## src/rtl/mbin_pkg.sv

```systemverilog
package mbin_pkg;

  typedef enum logic {
    OP_SIGN = 1'b0,
    OP_CMP  = 1'b1
  } op_mode_e;

  function automatic logic maj3(input logic a, input logic b, input logic c);
    return (a & b) | (a & c) | (b & c);
  endfunction

endpackage

```

## src/rtl/mbin_entry.sv

```systemverilog
module mbin_entry
  import mbin_pkg::*;
#(
  parameter int W = 19
) (
  input  logic         clk,
  input  logic         rst_n,
  input  logic         in_valid,
  input  logic         cmp_mode,
  input  logic [W-1:0] a0,
  input  logic [W-1:0] a1,
  input  logic [W-1:0] b0,
  input  logic [W-1:0] b1,
  output logic         v_q,
  output logic [W-1:0] s0_q,
  output logic [W-1:0] s1_q
);

  logic [W-1:0] s0_d, s1_d;
  op_mode_e     mode;

  always_comb begin
    mode = op_mode_e'(cmp_mode);
    if (mode == OP_CMP) begin
      s0_d = a0 - b1;
      s1_d = a1 - b0;
    end else begin
      s0_d = a0;
      s1_d = a1;
    end
  end

  always_ff @(posedge clk or negedge rst_n) begin
    if (!rst_n) begin
      v_q  <= 1'b0;
      s0_q <= '0;
      s1_q <= '0;
    end else begin
      v_q <= in_valid;
      if (in_valid) begin
        s0_q <= s0_d;
        s1_q <= s1_d;
      end
    end
  end

  logic [W-1:0] cap_total, chk_sum, chk_diff;
  assign cap_total = s0_q + s1_q;
  assign chk_sum   = a0 + a1;
  assign chk_diff  = a0 + a1 - b0 - b1;

  assert_capture_sum_R1: assert property (@(posedge clk) disable iff (!rst_n)
    (in_valid && !cmp_mode) |=> (cap_total == $past(chk_sum)));

  assert_capture_diff_R5: assert property (@(posedge clk) disable iff (!rst_n)
    (in_valid && cmp_mode) |=> (cap_total == $past(chk_diff)));

endmodule

```

## src/rtl/mbin_carry_stage.sv

```systemverilog
module mbin_carry_stage
  import mbin_pkg::*;
#(
  parameter int   IW    = 19,
  parameter logic FIRST = 1'b0
) (
  input  logic          clk,
  input  logic          rst_n,
  input  logic          v_i,
  input  logic          mc_i,
  input  logic          m_i,
  input  logic [IW-1:0] a_i,
  input  logic [IW-1:0] b_i,
  input  logic          r_i,
  output logic          v_o,
  output logic          mc_o,
  output logic          m_o,
  output logic [IW-2:0] a_o,
  output logic [IW-2:0] b_o
);

  logic          c_in, mc_d, m_d;
  logic [IW-2:0] a_d, b_d;

  always_comb begin
    c_in = FIRST ? 1'b0 : (mc_i ^ m_i);
    mc_d = maj3(a_i[0], b_i[0], c_in) ^ r_i;
    m_d  = r_i;
    a_d  = a_i[IW-1:1];
    b_d  = b_i[IW-1:1];
  end

  always_ff @(posedge clk or negedge rst_n) begin
    if (!rst_n) begin
      v_o  <= 1'b0;
      mc_o <= 1'b0;
      m_o  <= 1'b0;
      a_o  <= '0;
      b_o  <= '0;
    end else begin
      v_o <= v_i;
      if (v_i) begin
        mc_o <= mc_d;
        m_o  <= m_d;
        a_o  <= a_d;
        b_o  <= b_d;
      end
    end
  end

  assert_carry_gen_R1: assert property (@(posedge clk) disable iff (!rst_n)
    (v_i && a_i[0] && b_i[0]) |=> (mc_o ^ m_o));

  assert_carry_kill_R1: assert property (@(posedge clk) disable iff (!rst_n)
    (v_i && !a_i[0] && !b_i[0]) |=> !(mc_o ^ m_o));

endmodule

```

## src/rtl/mbin_sign_out.sv

```systemverilog
module mbin_sign_out (
  input  logic clk,
  input  logic rst_n,
  input  logic v_i,
  input  logic mc_i,
  input  logic m_i,
  input  logic a_i,
  input  logic b_i,
  input  logic r_i,
  output logic v_o,
  output logic sh0_o,
  output logic sh1_o
);

  logic sh0_d, sh1_d;

  always_comb begin
    sh0_d = r_i;
    sh1_d = ((mc_i ^ r_i) ^ m_i) ^ ~(a_i ^ b_i);
  end

  always_ff @(posedge clk or negedge rst_n) begin
    if (!rst_n) begin
      v_o   <= 1'b0;
      sh0_o <= 1'b0;
      sh1_o <= 1'b0;
    end else begin
      v_o <= v_i;
      if (v_i) begin
        sh0_o <= sh0_d;
        sh1_o <= sh1_d;
      end
    end
  end

  assert_hold_R6: assert property (@(posedge clk) disable iff (!rst_n)
    !v_i |=> ($stable(sh0_o) && $stable(sh1_o)));

endmodule

```

## src/rtl/masked_sign_binarizer.sv

```systemverilog
module masked_sign_binarizer
  import mbin_pkg::*;
#(
  parameter int W = 19
) (
  input  logic         clk,
  input  logic         rst_n,
  input  logic         in_valid,
  input  logic         cmp_mode,
  input  logic [W-1:0] opa_sh0,
  input  logic [W-1:0] opa_sh1,
  input  logic [W-1:0] opb_sh0,
  input  logic [W-1:0] opb_sh1,
  input  logic [W-1:0] rnd_bits,
  output logic         out_valid,
  output logic         act_sh0,
  output logic         act_sh1
);

  localparam int CHAIN = W - 1;
  localparam int CW    = $clog2(W + 2) + 1;
  localparam logic [CW-1:0] IDLE_MAX = CW'(W + 1);

  logic         ent_v;
  logic [W-1:0] ent_s0, ent_s1;

  mbin_entry #(.W(W)) u_entry (
    .clk      (clk),
    .rst_n    (rst_n),
    .in_valid (in_valid),
    .cmp_mode (cmp_mode),
    .a0       (opa_sh0),
    .a1       (opa_sh1),
    .b0       (opb_sh0),
    .b1       (opb_sh1),
    .v_q      (ent_v),
    .s0_q     (ent_s0),
    .s1_q     (ent_s1)
  );

  for (genvar k = 0; k < CHAIN; k++) begin : g_chain
    localparam int IW = W - k;
    logic          v_in, mc_in, m_in;
    logic [IW-1:0] a_in, b_in;
    logic          v_q, mc_q, m_q;
    logic [IW-2:0] a_q, b_q;

    if (k == 0) begin : g_head
      assign v_in  = ent_v;
      assign mc_in = 1'b0;
      assign m_in  = 1'b0;
      assign a_in  = ent_s0;
      assign b_in  = ent_s1;
    end else begin : g_link
      assign v_in  = g_chain[k-1].v_q;
      assign mc_in = g_chain[k-1].mc_q;
      assign m_in  = g_chain[k-1].m_q;
      assign a_in  = g_chain[k-1].a_q;
      assign b_in  = g_chain[k-1].b_q;
    end

    mbin_carry_stage #(.IW(IW), .FIRST(k == 0)) u_stage (
      .clk   (clk),
      .rst_n (rst_n),
      .v_i   (v_in),
      .mc_i  (mc_in),
      .m_i   (m_in),
      .a_i   (a_in),
      .b_i   (b_in),
      .r_i   (rnd_bits[k]),
      .v_o   (v_q),
      .mc_o  (mc_q),
      .m_o   (m_q),
      .a_o   (a_q),
      .b_o   (b_q)
    );
  end

  mbin_sign_out u_out (
    .clk   (clk),
    .rst_n (rst_n),
    .v_i   (g_chain[CHAIN-1].v_q),
    .mc_i  (g_chain[CHAIN-1].mc_q),
    .m_i   (g_chain[CHAIN-1].m_q),
    .a_i   (g_chain[CHAIN-1].a_q[0]),
    .b_i   (g_chain[CHAIN-1].b_q[0]),
    .r_i   (rnd_bits[W-1]),
    .v_o   (out_valid),
    .sh0_o (act_sh0),
    .sh1_o (act_sh1)
  );

  logic [CW-1:0] idle_cnt, idle_cnt_d;

  always_comb begin
    if (in_valid)              idle_cnt_d = '0;
    else if (idle_cnt < IDLE_MAX) idle_cnt_d = idle_cnt + 1'b1;
    else                       idle_cnt_d = idle_cnt;
  end

  always_ff @(posedge clk or negedge rst_n) begin
    if (!rst_n) idle_cnt <= IDLE_MAX;
    else        idle_cnt <= idle_cnt_d;
  end

  assert_idle_quiet_R3: assert property (@(posedge clk) disable iff (!rst_n)
    (idle_cnt == IDLE_MAX) |-> !out_valid);

endmodule

```

## config.mk

```make
export PLATFORM = sky130hd
export DESIGN_NAME = masked_sign_binarizer
export DESIGN_NICKNAME = d
export VERILOG_FILES = /design/src/rtl/mbin_pkg.sv /design/src/rtl/mbin_entry.sv /design/src/rtl/mbin_carry_stage.sv /design/src/rtl/mbin_sign_out.sv /design/src/rtl/masked_sign_binarizer.sv
export SDC_FILE = /design/constraint.sdc
export NUM_CORES = 1
export LEC_CHECK = 0
export ABC_AREA = 1
export BUFFER_PORTS_ARGS = -buffer_cell sky130_fd_sc_hd__clkbuf_2
export CORE_ASPECT_RATIO = 1.25
export CORE_UTILIZATION = 40
export DETAILED_ROUTE_END_ITERATION = 8
export PLACE_DENSITY_LB_ADDON = 0.05
export SYNTH_ARGS = -nofsm -noshare
export SYNTH_HDL_FRONTEND = slang
export SYNTH_SLANG_ARGS = --single-unit
```

## constraint.sdc

```tcl
create_clock -name clk -period 1.8 [get_ports clk]
set_clock_uncertainty 0.2 [all_clocks]
set_input_delay 0.18 -clock clk [delete_from_list [all_inputs] [get_ports clk]]
set_output_delay 0.18 -clock clk [all_outputs]
set_load 0.05 [all_outputs]
```

# Yosys cells after proc, flatten, opt, wreduce, memory -nomap -nowiden

Cells that the tools add are included.

Flip-flop bits (word level): 438
Input port bits: 99
Output and inout bits: 3
Word-level logic and storage cells: 226

Add/sub/neg operators: 2
Mux-type cells: 2
Bitwise logic cells: 126

Operator list:

| kind           | number |
|---|---|
| $and 1x1->1    | 52 |
| $xor 1x1->1    | 39 |
| $mux 19        | 2 |
| $sub 19x19->19 | 2 |
| $or 1x1->1     | 34 |
| $not 1->1      | 1 |

# Depth between registers and ports, before layout

Gate-level depths: netlist (run 1).

Depth after elaboration: 5
Mapped depth: 14
Mapped depth without buffers: 14

# Hierarchy

From an unflattened synthesis (run 1), not the netlist that was laid out.

Cell total of the unflattened synthesis: 2552
Area, all modules: 20205.6 um2

By module, submodules not included:

| module                                  | times used | cells each | area each (um2) | seq. area each (um2) |
|---|---|---|---|---|
| mbin_entry                              | 1          | 670        | 4066.4          | 975.9 |
| mbin_carry_stage at g_chain[0].u_stage  | 1          | 165        | 1496.4          | 975.9 |
| mbin_carry_stage at g_chain[1].u_stage  | 1          | 167        | 1465.2          | 925.9 |
| mbin_carry_stage at g_chain[2].u_stage  | 1          | 159        | 1432.6          | 875.8 |
| mbin_carry_stage at g_chain[3].u_stage  | 1          | 150        | 1277.5          | 825.8 |
| mbin_carry_stage at g_chain[4].u_stage  | 1          | 142        | 1222.4          | 775.7 |
| mbin_carry_stage at g_chain[5].u_stage  | 1          | 134        | 1153.6          | 725.7 |
| mbin_carry_stage at g_chain[6].u_stage  | 1          | 125        | 1083.5          | 675.6 |
| mbin_carry_stage at g_chain[7].u_stage  | 1          | 116        | 977.2           | 625.6 |
| mbin_carry_stage at g_chain[8].u_stage  | 1          | 108        | 922.1           | 575.6 |
| mbin_carry_stage at g_chain[9].u_stage  | 1          | 100        | 872.1           | 525.5 |
| mbin_carry_stage at g_chain[10].u_stage | 1          | 91         | 793.3           | 475.5 |
| mbin_carry_stage at g_chain[11].u_stage | 1          | 83         | 701.9           | 425.4 |
| mbin_carry_stage at g_chain[12].u_stage | 1          | 74         | 613.1           | 375.4 |
| 7 more rows                             | --         | --         | --              | -- |

# Worst setup path before layout (run 1)

Ideal clock, no wire load.

Path kind: input to register
From: input opa_sh0[0]
To: register u_entry.s0_q[16]
Data arrival time: 1483 ps
Setup slack: 0 ps
Stages on the path: 14
Buffers on the path: 0
Cells stage by stage: inv_1 ha_1 inv_1 fa_1 nand3_1 nand3_2 nand2_1 nand2_1 nand2_1 nand2_1 nand2_1 nand3_1 nand2_1 nand2_1

Longest elaborated chain between the ends: 2

RTL lines:

| what                 | RTL line                    | source |
|---|---|---|
| start, declared      | masked_sign_binarizer.sv:10 | `input logic [W-1:0] opa_sh0,` |
| $sub 19x19->19       | mbin_entry.sv:25            | `s0_d = a0 - b1;` |
| $mux 19              | mbin_entry.sv:24            | `if (mode == OP_CMP) begin` |
| end signal, assigned | mbin_entry.sv:36            | `s0_q <= '0;` |
| end signal, assigned | mbin_entry.sv:41            | `s0_q <= s0_d;` |
| end, declared        | mbin_entry.sv:15            | `output logic [W-1:0] s0_q,` |

Every way passes these cells.
A chain may end at the register's enable or synchronous reset.

# Worst setup path after layout (run 1)

From: input cmp_mode
To: register u_entry.s1_q[0]

Longest elaborated chain between the ends: 1

RTL lines:

| what                 | RTL line                   | source |
|---|---|---|
| start, declared      | masked_sign_binarizer.sv:9 | `input logic cmp_mode,` |
| $mux 19              | mbin_entry.sv:24           |  |
| end signal, assigned | mbin_entry.sv:37           | `s1_q <= '0;` |
| end signal, assigned | mbin_entry.sv:42           | `s1_q <= s1_d;` |
| end, declared        | mbin_entry.sv:16           | `output logic [W-1:0] s1_q` |

Every way passes these cells.

==> flow_metrics.env, run 1 <==
export IMPL_cts_root_buf="clkbuf_16"
export IMPL_p_leak_nw=12.38
export IMPL_totalWireLength_mm=39.00
export IMPL_synth_top_area_frac=0.5742
export IMPL_vias=14420
export IMPL_fmax_mhz=573.7
export IMPL_post_route_util=0.4986
export IMPL_synth_cell_types=37
export IMPL_drc_errors=0
export IMPL_synth_adder_area_share=0.03461
export IMPL_clkLatencyLatePin_ns=0.55
export IMPL_die_area_um2=48600
export IMPL_clock_sinks=438
export IMPL_fin_total_pwr_w=0.02533
export IMPL_crit_chain="clkbuf_2, buf_4, a21oi_1, o21ai_0, dlygate4sd3_1, nand2_1, dlygate4sd3_1"
export IMPL_final_setup_viol_count=0
export IMPL_placementRows=89
export IMPL_holdWs_ns=-0.03286
export IMPL_seq_area_frac_synth=0.5742
export IMPL_grt_usage=0.1677
export IMPL_drtIter0Drc=676
export IMPL_htree_num_levels=2
export IMPL_post_place_ws_ns=-0.2050
export IMPL_cp_max_fo=28
export IMPL_die_h_um=246.2
export IMPL_synth_top_family_by_area="simple AND/OR/NAND/NOR gates"
export IMPL_synth_area_um2=19090
export IMPL_cp_top_family="buffers and inverters"
export IMPL_peakVddDrop_v=0.0005489
export IMPL_drv_slew=0
export IMPL_synth_top_cells_by_area="dfrtp_1 (57%), nand2_1 (20%), o21ai_0 (3.8%)"
export IMPL_grt_pass1_wl_mm=67.97
export IMPL_synth_top_cell_by_area="dfrtp_1"
export IMPL_post_drt_via_cell_ratio=4.531
export IMPL_yosysWarnings=0
export IMPL_p_per_area_nw_per_um2=1079
export IMPL_synth_edf_count=0
export IMPL_synth_simple_area_share=0.2492
export IMPL_cts_buffer_depth=3
export IMPL_ioPinCount=102
export IMPL_synthToLayoutAreaGrowth_pct=23.04
export IMPL_drt_wirelength_per_cell_um=12.26
export IMPL_async_reset_ff_frac=1.000
export IMPL_hold_class="input port to register"
export IMPL_critPathKind="input port to register"
export IMPL_status="complete, but fails checks"
export IMPL_die_width_um=197.4
export IMPL_cap_violations=0
export IMPL_cts_tree="built"
export IMPL_dp_hpwl_mm=27.12
export IMPL_port_buffers=101
export IMPL_synth_xor_area_frac=0.01652
export IMPL_grt_max_degree=101
export IMPL_rsz0062_at_grt="true"
export IMPL_syn_num_nets=2408
export IMPL_drive_gt1_frac=0.1352
export IMPL_grt_pass1_vias=14450
export IMPL_postCtsSetupBuffers=0
export IMPL_arrival_ns=1.96
export IMPL_path_buf_inv=4
export IMPL_failed_checks="negative hold slack"
export IMPL_dr_pass1_iters=4
export IMPL_crit_slowest_cell="dlygate4sd3_1"
export IMPL_synth_ff_type="dfrtp_1"
export IMPL_cpPeakStageDelay_ns=0.58
export IMPL_synthMuxAreaShare=0.004130
export IMPL_cp_data_required_time_ns=2.02
export IMPL_cts_clk_slew_worst_paths_ns=0.06
export IMPL_fin_nets=2647
export IMPL_antenna_found_initial=3
export IMPL_critical_path_startpoint_type="input port"
export IMPL_finalHoldViolCount=1
export IMPL_endpoint_kind="register"
export IMPL_period_needed_ns=1.743
export IMPL_syn_avg_cell_area_um2=8.405
export IMPL_antenna_left=0
export IMPL_synth_compound_area_frac=0.06522
export IMPL_period_share=0.9684
export IMPL_r2r_setup_slack_ns=0.33
export IMPL_floorplan_initialDensity=0.4052
export IMPL_slew_headroom=0.5544
export IMPL_core_um2=47100
export IMPL_gp_congestion=0.8423
export IMPL_synth_seq_cells=438
export IMPL_grt_overflow_total=0
export IMPL_cts_made_buffers=44
export IMPL_diodes=0
export IMPL_postSynthCellCount=2271
export IMPL_postLayoutSetupSlackWorst_ns=0.05680
export IMPL_worstMarginPinSlew_ns=0.6662
export IMPL_crit_top_cell="dlygate4sd3_1"
==> registers in the layout, indices dropped and copies added (netlist names) <==
signal,cells
u_out.sh0_o,1
u_entry.s1_q,19
g_chain.u_stage.mc_o,18
g_chain.u_stage.v_o,18
u_out.v_o,1
u_entry.v_q,1
u_entry.s0_q,19
g_chain.u_stage.m_o,18
g_chain.u_stage.b_o,171
u_out.sh1_o,1
g_chain.u_stage.a_o,171
==> routing by layer <==
layer	wire, um	up-vias	GRT usage	part of all wire
met1	17820	6662	0.2120	0.46
met5	37	-	0	0.00095
met3	1083	67	0.02259	0.028
met4	831	6	0.04583	0.021
li1	-	7520	-	-
met2	19230	162	0.2985	0.49
==> timing repair <==
action                                  CTS  global route
endpoints found under the setup margin    0            15
hold buffers                             73             1
endpoints found under the hold margin   515             1
gates resized for setup                   0            44
==> cells in the mapped netlist (all sizes together) (8+ instances only) <==
cell type and instances:
xnor2 8, ha 36, dfrtp 438, nor2 116, nand2 1041, a21oi 54
o21ai 149, nand3 61, buf 25, o211ai 19, maj3 17, clkbuf 59
inv 183, xor2 28
==> final timing paths <==
check	end	cells after the start	start
max	u_entry.s1_q[0]	7	cmp_mode
min in group asynchronous	g_chain[6].u_stage.a_o[4]	3	rst_n
max reg2reg	g_chain[14].u_stage.mc_o	4	g_chain[13].u_stage.m_o
min reg2reg	u_out.v_o	0	g_chain[17].u_stage.v_o
max in group asynchronous	g_chain[5].u_stage.a_o[4]	3	rst_n
min	u_entry.s0_q[1]	4	opa_sh0[1]
==> layout by cell type, fill, tap and decap left out, types with 28 or more instances in the layout <==
| cell type | instances |
|---|---|
| dlygate4sd3_1 | 74 |
| nand2_1 | 1034 |
| o21ai_0 | 145 |
| a21oi_1 | 39 |
| xor2_1 | 28 |
| nand3_1 | 56 |
| inv_1 | 181 |
| dfrtp_1 | 437 |
| clkbuf_16 | 45 |
| buf_4 | 93 |
| nor2_1 | 107 |
| clkbuf_2 | 99 |
==> logic make-up (layout without fill, tap and decap cells) <==
kind of cell	after synthesis	after routing
AOI/OAI and AO/OA	231	231
and+or+nand+nor	1229	1229
adders and majority gates	55	55
muxes	7	7
DFF	438	438
buffers and inverters	275	549
xor gates and xnor gates	36	36
==> area by class of cell <==
cell class                      count  area [um2]
Multi-Input combinational cell   1558        7303
Sequential cell                   438       10960
Fill cell                        4645       23620
Clock buffer                       68        1373
Timing Repair Buffer              278        2161
Clock inverter                     13       175.2
Tap cell                          637       797.0
Inverter                          190       713.2
==> stage by stage <==
step                area, um2  cells  TNS [ns]
floorplan               19090   2271         0
global placement        20950   3028    -3.414
detailed placement      20950   3028    -3.897
CTS                     23230   3182         0
global route            23480   3182  -0.02913
finish                  23480   3182         0
==> tightest hold or removal path, cell delays in order <==
cell      delay, ns
clkbuf_2       0.12
fa_2           0.20
nor2_1         0.04
o21ai_0        0.14
==> power breakdown <==
| group | leakage [nW] | switching [W] | internal (W) |
|---|---|---|---|
| registers | 5.58 | 0.000790 | 0.0114 |
| logic | 6.04 | 0.00207 | 0.00157 |
| clock network | 0.767 | 0.00372 | 0.00582 |
| total | 12.4 | 0.00658 | 0.0187 |
Power figures use the tool's default switching activity.
==> run 2: changes to the inputs <==
Settings changed: CORE_UTILIZATION 40 to 35.
==> flow_metrics.env, run 2 (synthesis results as in run 1) <==
export IMPL_cts_clk_slew_worst_paths_ns=0.06
export IMPL_grt_pass1_wl_mm=71.56
export IMPL_cp_data_required_time_ns=2.03
export IMPL_slew_headroom=0.5608
export IMPL_drive_gt1_frac=0.1363
export IMPL_cts_tree="built"
export IMPL_floorplan_initialDensity=0.3545
export IMPL_final_setup_viol_count=0
export IMPL_drt_wirelength_per_cell_um=12.42
export IMPL_largestRegisters="g_chain.u_stage.a_o x171, g_chain.u_stage.b_o x171"
export IMPL_dr_pass1_iters=4
export IMPL_antenna_found_initial=2
export IMPL_period_share=0.9578
export IMPL_fmax_mhz=580.0
export IMPL_arrival_ns=1.96
export IMPL_p_leak_nw=12.33
export IMPL_r2r_start="g_chain[12].u_stage.m_o"
export IMPL_grt_max_degree=74
export IMPL_cp_max_fo=6
export IMPL_cts_buffer_depth=3
export IMPL_die_width_um=210.9
export IMPL_multi_input_area_um2=7272
export IMPL_post_drt_via_cell_ratio=4.447
export IMPL_post_place_ws_ns=-0.2248
export IMPL_period_needed_ns=1.724
export IMPL_cap_violations=0
export IMPL_worstSetupStartpoint="opa_sh1[12]"
export IMPL_die_h_um=263.1
export IMPL_antenna_left=0
export IMPL_postLayoutSetupSlackWorst_ns=0.07587
export IMPL_final_common_cell="nand2_1"
export IMPL_critical_path_startpoint_type="input port"
export IMPL_cts_made_buffers=46
export IMPL_endpoint_kind="register"
export IMPL_core_um2=53850
export IMPL_synthToLayoutAreaGrowth_pct=22.86
export IMPL_ioPinCount=102
export IMPL_totalWireLength_mm=40.65
export IMPL_critPathKind="input port to register"
export IMPL_port_buffers=101
export IMPL_grt_overflow_total=0
export IMPL_fin_nets=2652
export IMPL_holdWs_ns=-0.1810
export IMPL_layout_common_cells="nand2_1 (1,034), dfrtp_1 (437), inv_1 (180)"
export IMPL_dp_hpwl_mm=28.73
export IMPL_vias=14550
export IMPL_grt_usage=0.1531
export IMPL_placementRows=95
export IMPL_die_area_um2=55480
export IMPL_drv_slew=0
export IMPL_fillers=5562
export IMPL_drc_errors=0
export IMPL_grt_pass1_vias=14900
export IMPL_hp_start="opa_sh0[1]"
export IMPL_seq_area_um2=10960
export IMPL_clock_sinks=438
export IMPL_diodes=0
export IMPL_worstMarginPinSlew_ns=0.6566
export IMPL_p_per_area_nw_per_um2=1055
export IMPL_failed_checks="negative hold slack"
export IMPL_clkLatencyLatePin_ns=0.55
export IMPL_peakVddDrop_v=0.0006058
export IMPL_htree_num_levels=2
export IMPL_drtIter0Drc=622
export IMPL_status="complete, but fails checks"
export IMPL_finalHoldViolCount=1
export IMPL_gp_congestion=0.8358
export IMPL_hold_class="input port to register"
export IMPL_cts_root_buf="clkbuf_16"
[run 2: cell count changes in the layout (fill, tap and decap cells not counted), moves of 4 or more]
cell | previous run | this run
buf_4 | 93 | 99
bufinv_16 | 4 | 0
clkbuf_1 | 7 | 13
clkbuf_8 | 16 | 10
dlygate4sd3_1 | 74 | 70
ha_2 | 1 | 5
ha_4 | 13 | 9
[run 2: repair_timing]
| action | 4_1_cts | 5_1_grt |
|---|---|---|
| resized for setup | 0 | 51 |
| hold endpoints to repair | 515 | 20 |
| endpoints found under the setup margin | 0 | 32 |
| hold buffers | 70 | 2 |
| setup buffers | 0 | 1 |
[run 2: metal layers]
metal / wire, um / global-route usage
met1: 18290 / 0.1893
met4: 998 / 0.04407
met3: 1064 / 0.02111
met2: 20270 / 0.2754
met5: 27 / 0
[run 2: worst paths after layout]
path / endpoint / slack, ns / depth (start not counted)
setup / recovery: u_entry.s1_q[17] / 0.08 / 11
hold / removal: u_entry.s0_q[1] / -0.18 / 3
setup reg to reg: g_chain[13].u_stage.mc_o / 0.31 / 4
hold reg to reg: u_out.v_o / 0.24 / 0
max in group asynchronous: g_chain[11].u_stage.m_o / 0.22 / 5
min in group asynchronous: g_chain[7].u_stage.m_o / 0.43 / 3
[run 2: area by class of cell]
class / count / area share
tap: 727 / 0.03879
inverter: 190 / 0.03057
sequential: 438 / 0.4674
timing repair buffer: 281 / 0.09257
multi-input combinational: 1558 / 0.3101
clock inverter: 9 / 0.002454
clock buffer: 70 / 0.05810
[run 2: power by group]
group          internal (W)  switching [W]  total (W)  leakage, nW
Combinational       0.00157        0.00207    0.00364         6.05
Sequential           0.0114       0.000806     0.0122         5.58
Clock               0.00520        0.00374    0.00894        0.701
Total                0.0181        0.00661     0.0247         12.3
[run 2: metrics by stage]
step / power [W] / util / std cells / TNS (ns) / cell area [um2]
floorplan: 0.01444 / - / 2271 / 0 / 19090
CTS: 0.02510 / 0.4313 / 3272 / 0 / 23220
detailed placement: 0.01586 / 0.3919 / 3123 / -4.001 / 21100
global placement: 0.01577 / 0.3919 / 3123 / -3.639 / 21100
global route: 0.02632 / 0.4355 / 3273 / -0.02370 / 23450
finish: 0.02473 / 0.4355 / 3273 / 0 / 23450
[run 2: critical path: stages]
cell and delay [ns]:
dlygate4sd3_1 0.53, clkbuf_2 0.12, ha_2 0.38, nand2_1 0.11, nor2_2 0.13, and2_1 0.13
nand2_1 0.08, nand3_1 0.08, nand3_1 0.08, nand2_1 0.08, nand2_1 0.04
